--- src/rtl/lvlic_pkg.sv ---
package lvlic_pkg;

   // Register selector values seen on reg_addr.
   typedef enum logic {
      SEL_STATUS = 1'b0,
      SEL_MASK   = 1'b1
   } reg_sel_e;

endpackage

--- src/rtl/lvlic_edge_det.sv ---
// Per-line change detector: compares each line with its value at the previous edge.
module lvlic_edge_det #(
   parameter int NUM_LINES = 32
) (
   input  logic                 clk,
   input  logic                 rst_n,
   input  logic [NUM_LINES-1:0] lines_i,
   output logic [NUM_LINES-1:0] rise_o,
   output logic [NUM_LINES-1:0] fall_o,
   output logic                 any_chg_o
);

   logic [NUM_LINES-1:0] prev_q;

   for (genvar g = 0; g < NUM_LINES; g++) begin : g_line
      always_ff @(posedge clk or negedge rst_n) begin
         if (!rst_n) prev_q[g] <= 1'b0;
         else        prev_q[g] <= lines_i[g];
      end
      assign rise_o[g] =  lines_i[g] & ~prev_q[g];
      assign fall_o[g] = ~lines_i[g] &  prev_q[g];
   end

   assign any_chg_o = |(lines_i ^ prev_q);

   // support: a falling line was high one edge earlier
   a_r3_fall_had_high: assert property (@(posedge clk) disable iff (!rst_n)
      (|fall_o) |=> ((prev_q & $past(fall_o)) == '0));

endmodule

--- src/rtl/lvlic_mask_reg.sv ---
// Software-written enable word.
module lvlic_mask_reg #(
   parameter int NUM_LINES = 32
) (
   input  logic                 clk,
   input  logic                 rst_n,
   input  logic                 wr_i,
   input  logic [NUM_LINES-1:0] wdata_i,
   output logic [NUM_LINES-1:0] mask_q_o,
   output logic [NUM_LINES-1:0] mask_d_o
);

   assign mask_d_o = wr_i ? wdata_i : mask_q_o;

   always_ff @(posedge clk or negedge rst_n) begin
      if (!rst_n) mask_q_o <= '0;
      else        mask_q_o <= mask_d_o;
   end

   // a write lands at the next edge
   a_r7_mask_load: assert property (@(posedge clk) disable iff (!rst_n)
      wr_i |=> (mask_q_o == $past(wdata_i)));

   // without a write the mask holds
   a_r7_mask_hold: assert property (@(posedge clk) disable iff (!rst_n)
      !wr_i |=> $stable(mask_q_o));

endmodule

--- src/rtl/lvlic_status.sv ---
// Pending-status word with the clear-all rule and the registered request.
module lvlic_status #(
   parameter int NUM_LINES = 32
) (
   input  logic                 clk,
   input  logic                 rst_n,
   input  logic [NUM_LINES-1:0] rise_i,
   input  logic [NUM_LINES-1:0] fall_i,
   input  logic                 any_chg_i,
   input  logic [NUM_LINES-1:0] mask_q_i,
   input  logic [NUM_LINES-1:0] mask_d_i,
   output logic [NUM_LINES-1:0] status_q_o,
   output logic                 req_q_o
);

   logic [NUM_LINES-1:0] upd;
   logic [NUM_LINES-1:0] status_d;

   always_comb begin
      upd = (status_q_o | rise_i) & ~fall_i;
      if (any_chg_i) status_d = (|(upd & mask_q_i)) ? upd : '0;
      else           status_d = status_q_o;
   end

   always_ff @(posedge clk or negedge rst_n) begin
      if (!rst_n) begin
         status_q_o <= '0;
         req_q_o    <= 1'b0;
      end else begin
         status_q_o <= status_d;
         req_q_o    <= |(status_d & mask_d_i);
      end
   end

   // request tracks the registered status and mask
   a_r4_req_tracks: assert property (@(posedge clk) disable iff (!rst_n)
      req_q_o == |(status_q_o & mask_q_i));

   // no line activity, no status change
   a_r8_hold_no_event: assert property (@(posedge clk) disable iff (!rst_n)
      !any_chg_i |=> $stable(status_q_o));

   // after an event with an unchanged mask, either a request or an empty word
   a_r5_clear_all: assert property (@(posedge clk) disable iff (!rst_n)
      (any_chg_i && (mask_d_i == mask_q_i)) |=> (req_q_o || (status_q_o == '0)));

   // risen bits are set unless the whole word was wiped
   a_r2_rise_sets: assert property (@(posedge clk) disable iff (!rst_n)
      (|rise_i) |=> (((status_q_o & $past(rise_i)) == $past(rise_i)) || (status_q_o == '0)));

   // fallen bits are clear
   a_r3_fall_clears: assert property (@(posedge clk) disable iff (!rst_n)
      (|fall_i) |=> ((status_q_o & $past(fall_i)) == '0));

endmodule

--- src/rtl/lvl_irq_ctrl.sv ---
module lvl_irq_ctrl #(
   parameter int NUM_LINES = 32,
   parameter int REG_W     = 32
) (
   input  logic                 clk,
   input  logic                 rst_n,
   input  logic [NUM_LINES-1:0] irq_lines,
   input  logic                 reg_wr_en,
   input  logic                 reg_addr,
   input  logic [REG_W-1:0]     reg_wdata,
   output logic [REG_W-1:0]     reg_rdata,
   output logic                 irq_req
);
   import lvlic_pkg::*;

   if (NUM_LINES < 1 || NUM_LINES > REG_W) begin : g_bad_width
      $error("lvl_irq_ctrl: NUM_LINES must be between 1 and REG_W");
   end

   logic [NUM_LINES-1:0] rise, fall, mask_q, mask_d, status_q;
   logic                 any_chg;
   logic                 mask_wr;

   assign mask_wr = reg_wr_en && (reg_sel_e'(reg_addr) == SEL_MASK);

   lvlic_edge_det #(.NUM_LINES(NUM_LINES)) u_edge (
      .clk       (clk),
      .rst_n     (rst_n),
      .lines_i   (irq_lines),
      .rise_o    (rise),
      .fall_o    (fall),
      .any_chg_o (any_chg)
   );

   lvlic_mask_reg #(.NUM_LINES(NUM_LINES)) u_mask (
      .clk      (clk),
      .rst_n    (rst_n),
      .wr_i     (mask_wr),
      .wdata_i  (reg_wdata[NUM_LINES-1:0]),
      .mask_q_o (mask_q),
      .mask_d_o (mask_d)
   );

   lvlic_status #(.NUM_LINES(NUM_LINES)) u_status (
      .clk        (clk),
      .rst_n      (rst_n),
      .rise_i     (rise),
      .fall_i     (fall),
      .any_chg_i  (any_chg),
      .mask_q_i   (mask_q),
      .mask_d_i   (mask_d),
      .status_q_o (status_q),
      .req_q_o    (irq_req)
   );

   always_comb begin
      reg_rdata = '0;
      if (reg_sel_e'(reg_addr) == SEL_MASK) reg_rdata[NUM_LINES-1:0] = mask_q;
      else                                  reg_rdata[NUM_LINES-1:0] = status_q;
   end

   // writes aimed at the status address leave it alone
   a_r9_status_ro: assert property (@(posedge clk) disable iff (!rst_n)
      (reg_wr_en && (reg_sel_e'(reg_addr) == SEL_STATUS) && !any_chg) |=> $stable(status_q));

   // a mask write with no line event keeps status
   a_r8_mask_wr_keeps_status: assert property (@(posedge clk) disable iff (!rst_n)
      (mask_wr && !any_chg) |=> $stable(status_q));

endmodule

--- config.mk ---
export PLATFORM = sky130hd
export DESIGN_NAME = lvl_irq_ctrl
export DESIGN_NICKNAME = d
export VERILOG_FILES = /design/src/rtl/lvlic_pkg.sv /design/src/rtl/lvlic_edge_det.sv /design/src/rtl/lvlic_mask_reg.sv /design/src/rtl/lvlic_status.sv /design/src/rtl/lvl_irq_ctrl.sv
export SDC_FILE = /design/constraint.sdc
export NUM_CORES = 1
export LEC_CHECK = 0
export ABC_CLOCK_PERIOD_IN_PS = 2600
export BUFFER_PORTS_ARGS = -buffer_cell sky130_fd_sc_hd__buf_2
export CAP_MARGIN = 0
export CORE_MARGIN = 10
export CORE_UTILIZATION = 51
export DETAILED_ROUTE_END_ITERATION = 12
export HOLD_SLACK_MARGIN = 0.08
export PLACE_DENSITY = 0.79
export SETUP_SLACK_MARGIN = 0.2
export SYNTH_ARGS = -nofsm -noshare
export SYNTH_HDL_FRONTEND = slang
export SYNTH_SLANG_ARGS = --single-unit
--- constraint.sdc ---
create_clock -name clk -period 2.6 [get_ports clk]
set_input_delay 0.26 -clock clk [delete_from_list [all_inputs] [get_ports clk]]
set_output_delay 0.26 -clock clk [all_outputs]
set_load 0.02 [all_outputs]
==> results.sh, run 1 <==
export IMPL_crit_path_start="u_edge.prev_q[10]$_DFF_PN0_"
export IMPL_drc=0
export IMPL_drv_cap=0
export IMPL_crit_fanout=16
export IMPL_synthMuxAreaShare=0.101
export IMPL_start_util=0.521
export IMPL_port_buffer_count=100
export IMPL_syn_cell_area_um2=5670
export IMPL_ir_drop_mv=0.309
export IMPL_grt_max_degree=55
export IMPL_post_route_period_util=1.07
export IMPL_dp_hpwl_um=13100
export IMPL_grt_antenna_before_repair=0
export IMPL_period_minus_slack_ps=2780
export IMPL_syn_instance_count=580
export IMPL_ant_nets=0
export IMPL_leakagePower_nw=3.75
export IMPL_hold_path_startpoint="irq_lines[25]"
export IMPL_finalMaxSlewViolations=0
export IMPL_critical_path_arrival_ps=3040
export IMPL_avgSynthCellArea_um2=9.78
export IMPL_violations="negative setup slack"
export IMPL_ys_async_sr_fraction=1.00
export IMPL_viasPerCell=5.66
export IMPL_clk_pin_slew_ps=100
export IMPL_synth_seq_cells=97
export IMPL_core_um2=10900
export IMPL_grt_pass1_vias=5190
export IMPL_track_usage=0.213
export IMPL_hold_violations=0
export IMPL_area_delta_synth_final_pct=31.4
export IMPL_placed_cell_area_um2=6790
export IMPL_fmax_ghz=0.360
export IMPL_rsz0062_at_grt="yes"
export IMPL_grt_pass1_wl_um=27300
export IMPL_rows=38
export IMPL_cts_buffers=9
export IMPL_fillCellCount=820
export IMPL_drt_iter0_markers=437
export IMPL_finalSetupViolCount=1
export IMPL_final_area_um2=7450
export IMPL_clock_skew_final_ps=13.1
export IMPL_dp_cells=861
export IMPL_ctsHtreeMaxLevel=3
export IMPL_wl_um=18000
export IMPL_layout_drive_gt1_share=0.368
export IMPL_cts_sink_count=97
export IMPL_yosys_warnings=0
export IMPL_seq_area_frac_synth=0.428
export IMPL_status="complete, but fails checks"
export IMPL_synth_cell_types=25
export IMPL_die_area_um2=15700
export IMPL_reg2reg_from="u_edge.prev_q[10]$_DFF_PN0_"
export IMPL_finalNonFillerCells=888
export IMPL_antenna_cells=0
export IMPL_vias=5028
export IMPL_wire_per_inst_um=20.3
export IMPL_clock_latency_ps=380
export IMPL_start_kind="flop"
export IMPL_nNetsFinal=875
export IMPL_worst_pin_slew_ps=634
export IMPL_end_kind="flop"
export IMPL_synth_top_family_by_area="compound AO/OA/AOI/OAI gates"
export IMPL_synth_fa_ha_area_frac=0.141
export IMPL_setup_ws_ps=-181
export IMPL_cts_tree="built"
export IMPL_die_y_um=125
export IMPL_p_per_area_nw_per_um2=531
export IMPL_crit_type="flop to flop"
export IMPL_yosys_area_share_simple=0.0518
export IMPL_synth_nets=712
export IMPL_synth_edff_count=0
export IMPL_synth_xor_area_frac=0
export IMPL_ys_flop_type="dfrtp_1"
export IMPL_synth_compound_area_frac=0.178
export IMPL_pin_count=101
export IMPL_gr_total_overflow=0
export IMPL_clockRootBuffer="clkbuf_8"
export IMPL_first_pass_iters=5
export IMPL_gp_congestion=0.885
export IMPL_slew_limit_headroom=0.578
export IMPL_worstPathRequired_ps=2860
export IMPL_clk_path_buf_depth=2
export IMPL_worst_hold_path_type="primary input to flop"
export IMPL_die_w_um=125
[placed cells by master (no fill, tap or decap), types with 3 or more instances in the layout]
| master | n |
|---|---|
| mux2i_1 | 12 |
| dfrtp_1 | 97 |
| buf_4 | 55 |
| nand2_1 | 14 |
| a21oi_2 | 24 |
| ha_1 | 58 |
| o22a_1 | 4 |
| mux2_2 | 40 |
| o21ai_0 | 34 |
| nor4_1 | 3 |
| o21ai_1 | 10 |
| inv_1 | 121 |
| a221o_1 | 12 |
| buf_2 | 99 |
| ha_4 | 6 |
| clkbuf_8 | 9 |
| o22ai_1 | 4 |
| a21oi_1 | 32 |
| a21oi_4 | 8 |
| clkinv_2 | 3 |
| o2111ai_2 | 4 |
| nand4_1 | 16 |
| buf_12 | 6 |
| o211ai_1 | 32 |
| buf_6 | 8 |
| nor2_1 | 19 |
[synthesized netlist by cell type (12+ instances only)]
| cell | instances | area share |
|---|---|---|
| a21oi_1 | 62 | 0.055 |
| ha_1 | 64 | 0.14 |
| o21ai_0 | 44 | 0.039 |
| nor2_1 | 21 | 0.014 |
| a221o_1 | 12 | 0.021 |
| mux2_2 | 40 | 0.079 |
| nand4_1 | 16 | 0.018 |
| clkbuf_1 | 15 | 0.0099 |
| o211ai_1 | 32 | 0.042 |
| dfrtp_1 | 97 | 0.43 |
| mux2i_1 | 12 | 0.021 |
| nand2_1 | 14 | 0.0093 |
| inv_1 | 121 | 0.080 |
[per-stage QoR]
stage | TNS [ps] | worst slack (ps) | hold WS [ps] | power, mW | utilization
floorplan | 0 | 104 | -35.6 | 2.36 | -
global placement | -263 | -263 | 311 | 2.77 | 0.623
detailed placement | -348 | -348 | 318 | 2.81 | 0.623
CTS | -141 | -141 | 89.7 | 3.91 | 0.652
global route | -237 | -237 | 96.1 | 4.13 | 0.685
finish | -181 | -181 | 89.9 | 3.96 | 0.685
[state kept, by name, indices dropped and copies added (netlist names)]
name                 flops
u_mask.mask_q_o         32
u_status.req_q_o         1
u_edge.prev_q           32
u_status.status_q_o     32
[power breakdown]
group          switching [mW]  internal (mW)
registers               0.130           1.67
clock network           0.564          0.538
logic                   0.597          0.460
[what timing repair did]
item,4_1_cts,5_1_grt
buffers inserted,0,7
gates cloned,0,2
pin swaps,8,19
hold buffers,2,0
endpoints found under the setup margin,5,20
hold endpoints to repair,44,0
gates resized for setup,16,58
[critical path: stages, from the launching register on]
cell and delay (ps):
dfrtp_1 400, ha_1 290, nand4_1 160, or4_4 590
or2_4 280, buf_12 160, a21oi_1 240, o22ai_1 130
nor4_1 260, a32oi_1 140
[kinds of logic after synthesis]
logic type,count (synthesis)
buf+inv,143
flops,97
mux,52
fa+ha+maj,64
compound gates,165
simple gates,59
[path summary, 6_finish.rpt]
check | to | slack (ps) | depth (start not counted)
worst max-delay path | u_status.req_q_o$_DFF_PN0_ | -180 | 9
worst min register to register | u_mask.mask_q_o[10]$_DFF_PN0_ | 560 | 1
worst max register to register | u_status.req_q_o$_DFF_PN0_ | -180 | 9
max in group asynchronous | u_edge.prev_q[12]$_DFF_PN0_ | 1450 | 3
worst min-delay path | u_edge.prev_q[25]$_DFF_PN0_ | 90 | 2
min in group asynchronous | u_edge.prev_q[3]$_DFF_PN0_ | 430 | 2
[routing by layer]
metal | vias to the layer above | wire [um] | GRT usage
li1 | 2316 | - | -
met1 | 2460 | 7410 | 0.270
met2 | 218 | 8860 | 0.353
met3 | 34 | 1310 | 0.0456
met4 | 0 | 429 | 0.0691
met5 | - | 0 | 0
[layout make-up]
type | instances | area (um2) | share of cell area
Clock buffer | 10 | 128 | 0.0171
Clock inverter | 6 | 82.6 | 0.0111
Inverter | 121 | 454 | 0.0609
Multi-Input combinational cell | 340 | 2970 | 0.398
Sequential cell | 97 | 2430 | 0.326
Tap cell | 140 | 175 | 0.0235
Timing Repair Buffer | 174 | 1220 | 0.163
No activity file was read; power rests on OpenSTA's default activity.
==> inputs of run 2 (changes only) <==
--- a/config.mk
+++ b/config.mk
@@ -9,11 +9,12 @@
 export BUFFER_PORTS_ARGS = -buffer_cell sky130_fd_sc_hd__buf_2
 export CAP_MARGIN = 0
 export CORE_MARGIN = 10
-export CORE_UTILIZATION = 51
+export CORE_UTILIZATION = 52
 export DETAILED_ROUTE_END_ITERATION = 12
 export HOLD_SLACK_MARGIN = 0.08
 export PLACE_DENSITY = 0.79
 export SETUP_SLACK_MARGIN = 0.2
 export SYNTH_ARGS = -nofsm -noshare
 export SYNTH_HDL_FRONTEND = slang
+export SYNTH_HIERARCHICAL = 1
 export SYNTH_SLANG_ARGS = --single-unit
==> results.sh, run 2 <==
export IMPL_status="complete, but fails checks"
export IMPL_violations="negative setup slack"
export IMPL_period_minus_slack_ps=2680
export IMPL_grt_antenna_before_repair=0
export IMPL_die_y_um=128
export IMPL_hold_violations=0
export IMPL_track_usage=0.209
export IMPL_port_buffer_count=100
export IMPL_synth_seq_cells=97
export IMPL_grt_max_degree=49
export IMPL_final_common_cell="buf_2"
export IMPL_clock_latency_ps=340
export IMPL_vias=4935
export IMPL_first_pass_iters=5
export IMPL_placed_cell_area_um2=7080
export IMPL_power_total_mw=4.35
export IMPL_dp_worst_setup_slack_ps=-243
export IMPL_p_per_area_nw_per_um2=575
export IMPL_drt_iter0_markers=423
export IMPL_yosys_warnings=6
export IMPL_ant_nets=0
export IMPL_yosysTopAreaCellShare=0.399
export IMPL_ys_flop_type="dfrtp_1"
export IMPL_cts_sink_count=97
export IMPL_core_um2=11400
export IMPL_synth_top_area_cell="dfrtp_1"
export IMPL_rsz0062_at_grt="yes"
export IMPL_reg_top3="u_edge/prev_q: 32 flops, u_mask/mask_q_o: 32 flops, u_status/status_q_o: 32 flops"
export IMPL_clockRootBuffer="clkbuf_16"
export IMPL_finalSetupViolCount=1
export IMPL_dp_cells=857
export IMPL_grt_pass1_vias=5386
export IMPL_final_area_um2=7570
export IMPL_wire_per_inst_um=20.0
export IMPL_crit_fanout=5
export IMPL_ys_top_cells_by_area="dfrtp_1 40%, mux2_4 15%, ha_1 13%"
export IMPL_synth_cell_types=29
export IMPL_syn_instance_count=570
export IMPL_critical_path_arrival_ps=2890
export IMPL_synth_nets=702
export IMPL_synth_most_common_cell="dfrtp_1"
export IMPL_start_util=0.533
export IMPL_finalNonFillerCells=875
export IMPL_nNetsFinal=860
export IMPL_area_delta_synth_final_pct=24.4
export IMPL_clk_path_buf_depth=2
export IMPL_slew_limit_headroom=0.552
export IMPL_cts_buffers=9
export IMPL_viasPerCell=5.64
export IMPL_drc=0
export IMPL_syn_cell_area_um2=6090
export IMPL_finalMaxSlewViolations=0
export IMPL_crit_type="flop to flop"
export IMPL_leakagePower_nw=3.90
export IMPL_gr_total_overflow=0
export IMPL_antenna_cells=0
export IMPL_clk_pin_slew_ps=70
export IMPL_rows=39
export IMPL_ir_drop_mv=0.368
export IMPL_worst_pin_slew_ps=672
export IMPL_seq_area_frac_synth=0.399
export IMPL_die_area_um2=16400
export IMPL_avgSynthCellArea_um2=10.7
export IMPL_fmax_ghz=0.373
export IMPL_ys_async_sr_fraction=1.00
export IMPL_clock_skew_final_ps=10.4
export IMPL_fillCellCount=887
export IMPL_synth_edff_count=0
export IMPL_end_kind="flop"
export IMPL_post_route_period_util=1.03
export IMPL_dp_hpwl_um=12900
export IMPL_layout_drive_gt1_share=0.422
export IMPL_pin_count=101
export IMPL_worst_hold_path_type="primary input to flop"
export IMPL_worstPathRequired_ps=2810
export IMPL_cts_tree="built"
export IMPL_synth_commonest_cells="97 x dfrtp_1, 65 x inv_1, 64 x ha_1"
export IMPL_die_w_um=128
export IMPL_drv_cap=0
export IMPL_start_kind="flop"
export IMPL_layout_common_cells="99 x buf_2, 97 x dfrtp_1, 65 x inv_1"
export IMPL_grt_pass1_wl_um=27600
export IMPL_gp_congestion=0.918
export IMPL_setup_ws_ps=-79.4
export IMPL_wl_um=17500
export IMPL_ctsHtreeMaxLevel=3
[run 2: cell families after synthesis]
family                   Yosys count  synth area share
adder cells (fa/ha/maj)           64             0.132
multiplexers                      64             0.155
AND/OR/NAND/NOR                  166             0.139
buffers and inverters             86            0.0773
flip-flops                        97             0.399
AO/OA/AOI/OAI                     93            0.0981
[run 2: final timing paths]
path,to,slack (ps),cells past startpoint,from
max in group asynchronous,u_edge/prev_q[12]$_DFF_PN0_,1560,3,rst_n
worst max-delay path,u_status/req_q_o$_DFF_PN0_,-80,10,u_edge/prev_q[8]$_DFF_PN0_
worst max register to register,u_status/req_q_o$_DFF_PN0_,-80,10,u_edge/prev_q[8]$_DFF_PN0_
worst min-delay path,u_edge/prev_q[10]$_DFF_PN0_,140,2,irq_lines[10]
worst min register to register,u_mask/mask_q_o[20]$_DFF_PN0_,540,1,u_mask/mask_q_o[20]$_DFF_PN0_
min in group asynchronous,u_mask/mask_q_o[2]$_DFF_PN0_,400,2,rst_n
[run 2: where the power goes]
group	internal (mW)	total, mW	switching (mW)
registers	1.67	1.82	0.149
logic	0.641	1.30	0.658
clock network	0.668	1.23	0.563
total	2.98	4.35	1.37
[run 2: repair_timing]
item | CTS | global route
buffers inserted | 2 | 0
hold endpoints to repair | 28 | 0
endpoints found under the setup margin | 2 | 33
hold buffers | 1 | 0
gates resized for setup | 27 | 7
pin swaps | 7 | 5
[run 2: final cells by class]
| class | instances | area, um2 | share of cell area |
|---|---|---|---|
| flip-flops and latches | 97 | 2430 | 0.321 |
| multi-input cells | 387 | 3380 | 0.447 |
| well taps | 143 | 179 | 0.0236 |
| clock buffers | 12 | 246 | 0.0326 |
| repair buffers | 168 | 1070 | 0.142 |
| inverters | 65 | 244 | 0.0322 |
| clock inverters | 3 | 17.5 | 0.00231 |
[run 2: worst max-delay path: stages, from the launching register on]
cell,delay (ps)
dfrtp_1,410
ha_4,290
nand4_1,160
nor4_2,310
nand2_2,160
buf_6,170
a21oi_4,150
o22ai_1,110
or4_4,530
nor3_2,130
a32oi_1,120
[run 2: metrics by stage]
| stage | utilization | hold WS (ps) | setup TNS [ps] |
|---|---|---|---|
| final | 0.663 | 137 | -79.4 |
| after global routing | 0.663 | 123 | -212 |
| after global placement | 0.620 | 221 | -156 |
| after detailed placement | 0.620 | 223 | -243 |
| after CTS | 0.659 | 132 | -22.1 |
| after floorplan | - | -35.6 | 0 |
[run 2: metal layers]
layer	vias up	share of wire	GRT usage
li1	2280	-	-
met1	2425	0.42	0.253
met2	194	0.50	0.347
met3	36	0.053	0.0418
met4	0	0.034	0.0980
met5	-	0	0
==> inputs of run 3 (changes only) <==
--- a/config.mk
+++ b/config.mk
@@ -8,11 +8,13 @@
 export ABC_CLOCK_PERIOD_IN_PS = 2600
 export BUFFER_PORTS_ARGS = -buffer_cell sky130_fd_sc_hd__buf_2
 export CAP_MARGIN = 0
+export CORE_ASPECT_RATIO = 1.25
 export CORE_MARGIN = 10
 export CORE_UTILIZATION = 52
 export DETAILED_ROUTE_END_ITERATION = 12
 export HOLD_SLACK_MARGIN = 0.08
 export PLACE_DENSITY = 0.79
+export RECOVER_POWER = 25
 export SETUP_SLACK_MARGIN = 0.2
 export SYNTH_ARGS = -nofsm -noshare
 export SYNTH_HDL_FRONTEND = slang
==> results.sh, run 3 (synthesized netlist as in run 2, its figures left out) <==
export IMPL_die_w_um=117
export IMPL_grt_pass1_vias=5263
export IMPL_start_kind="flop"
export IMPL_hold_violations=0
export IMPL_reg_top3="u_edge/prev_q: 32 flops, u_mask/mask_q_o: 32 flops, u_status/status_q_o: 32 flops"
export IMPL_grt_max_degree=98
export IMPL_finalNonFillerCells=877
export IMPL_cpLargestDelayFamily="simple AND/OR/NAND/NOR gates"
export IMPL_core_um2=11600
export IMPL_post_route_period_util=1.06
export IMPL_gp_congestion=0.857
export IMPL_worstReg2RegEnd="u_status/req_q_o$_DFF_PN0_"
export IMPL_nNetsFinal=865
export IMPL_worst_pin_slew_ps=1370
export IMPL_finalSetupViolCount=1
export IMPL_fmax_ghz=0.363
export IMPL_period_minus_slack_ps=2750
export IMPL_grt_antenna_before_repair=1
export IMPL_fin_util=0.656
export IMPL_violations="negative setup slack"
export IMPL_endpoint="u_status/req_q_o$_DFF_PN0_"
export IMPL_clock_skew_final_ps=7.62
export IMPL_p_per_area_nw_per_um2=582
export IMPL_die_y_um=141
export IMPL_fillCellCount=924
export IMPL_wire_per_inst_um=20.1
export IMPL_power_total_mw=4.42
export IMPL_dp_hpwl_um=12900
export IMPL_clk_pin_slew_ps=70
export IMPL_cts_buffers=9
export IMPL_final_common_cell="dfrtp_1"
export IMPL_fin_tns_setup_ps=-155
export IMPL_track_usage=0.206
export IMPL_layout_drive_gt1_share=0.400
export IMPL_cts_sink_count=97
export IMPL_slew_limit_headroom=0.0892
export IMPL_crit_fanout=5
export IMPL_drv_cap=0
export IMPL_path_buf_inv=1
export IMPL_reg2reg_from="u_edge/prev_q[17]$_DFF_PN0_"
export IMPL_gr_total_overflow=0
export IMPL_drc=0
export IMPL_finalMaxSlewViolations=0
export IMPL_vias=4932
export IMPL_rsz0062_at_grt="yes"
export IMPL_cts_tree="built"
export IMPL_leakagePower_nw=3.88
export IMPL_clockRootBuffer="clkbuf_16"
export IMPL_drt_iter0_markers=297
export IMPL_worst_hold_path_type="primary input to flop"
export IMPL_setup_ws_ps=-155
export IMPL_end_kind="flop"
export IMPL_ctsHtreeMaxLevel=3
export IMPL_dp_cells=849
export IMPL_ff2ff_path_depth=10
export IMPL_grt_pass1_wl_um=26600
export IMPL_cp_cell_sequence="ha_1 -> nand4_1 -> nor4_4 -> nand2_2 -> buf_4 -> a21oi_2 -> o22ai_1 -> or4_4 -> nor3_4 -> a32oi_1"
export IMPL_ant_nets=0
export IMPL_rows=44
export IMPL_first_pass_iters=4
export IMPL_clk_path_buf_depth=2
export IMPL_worstPathRequired_ps=2810
export IMPL_rrSetupSlack_ps=-150
export IMPL_status="complete, but fails checks"
export IMPL_layout_common_cells="97 x dfrtp_1, 96 x buf_2, 65 x inv_1"
export IMPL_die_area_um2=16500
export IMPL_cpMaxStageDelayCell="or4_4"
export IMPL_cp_slowest_stage_delay_ps=510
export IMPL_crit_path_start="u_edge/prev_q[17]$_DFF_PN0_"
export IMPL_ir_drop_mv=0.306
export IMPL_cp_depth=10
export IMPL_start_util=0.526
export IMPL_viasPerCell=5.62
export IMPL_port_buffer_count=100
export IMPL_pin_count=101
export IMPL_area_delta_synth_final_pct=24.7
export IMPL_wl_um=17600
export IMPL_crit_type="flop to flop"
export IMPL_clock_latency_ps=350
export IMPL_critical_path_arrival_ps=2960
-- run 3: worst min-delay path by stage --
| stage | startpoint | cells after the start | slack [ps] | endpoint |
|---|---|---|---|---|
| final | irq_lines[20] | 2 | 150 | u_edge/prev_q[20]$_DFF_PN0_ |
| after CTS | irq_lines[25] | 2 | 120 | u_edge/prev_q[25]$_DFF_PN0_ |
| after global placement | rst_n | 2 | 360 | u_edge/prev_q[16]$_DFF_PN0_ |
| after floorplan | rst_n | 0 | -40 | u_edge/prev_q[0]$_DFF_PN0_ |
| after detailed placement | rst_n | 2 | 370 | u_edge/prev_q[16]$_DFF_PN0_ |
| after global routing | irq_lines[25] | 2 | 150 | u_edge/prev_q[25]$_DFF_PN0_ |
-- run 3: stage by stage --
stage	setup WS [ps]	cell area (um2)	hold slack [ps]
3_5_place_dp	-309	7060	367
3_3_place_gp	-197	7060	363
6_report	-155	7590	150
5_1_grt	-288	7590	146
2_1_floorplan	200	6100	-35.6
4_1_cts	-153	7490	122
-- run 3: where the power goes --
group          internal, mW  switching [mW]
clock network         0.765           0.575
registers              1.67           0.148
logic                 0.610           0.647
total                  3.05            1.37
-- run 3: metal layers --
metal	global-route usage	wire length, um
met5	0	0
met4	0.103	671
met3	0.0476	981
met2	0.355	9220
met1	0.230	6770
-- run 3: timing repair --
item                                   CTS  global route
cloned                                   1             3
pin swaps                                4            14
setup endpoints to repair               10            29
gates resized for setup                 16            23
setup buffers                            2             3
endpoints found under the hold margin   98             0
hold buffers                             2             0
-- run 3: worst register-to-register path: stages, from the launching register on --
cell and delay [ps]:
dfrtp_1 400, ha_1 300, nand4_1 170, nor4_4 350
nand2_2 170, buf_4 180, a21oi_2 180, o22ai_1 90
or4_4 510, nor3_4 150, a32oi_1 130
-- run 3: area by class of cell --
| class | count | area [um2] | share of cell area |
|---|---|---|---|
| multi-input cells | 388 | 3370 | 0.445 |
| flip-flops and latches | 97 | 2430 | 0.320 |
| repair buffers | 172 | 1070 | 0.141 |
| inverters | 65 | 244 | 0.0322 |
| clock buffers | 10 | 239 | 0.0315 |
| well taps | 138 | 173 | 0.0228 |
| clock inverters | 6 | 57.6 | 0.00758 |
| diodes | 1 | 2.50 | 0.000330 |
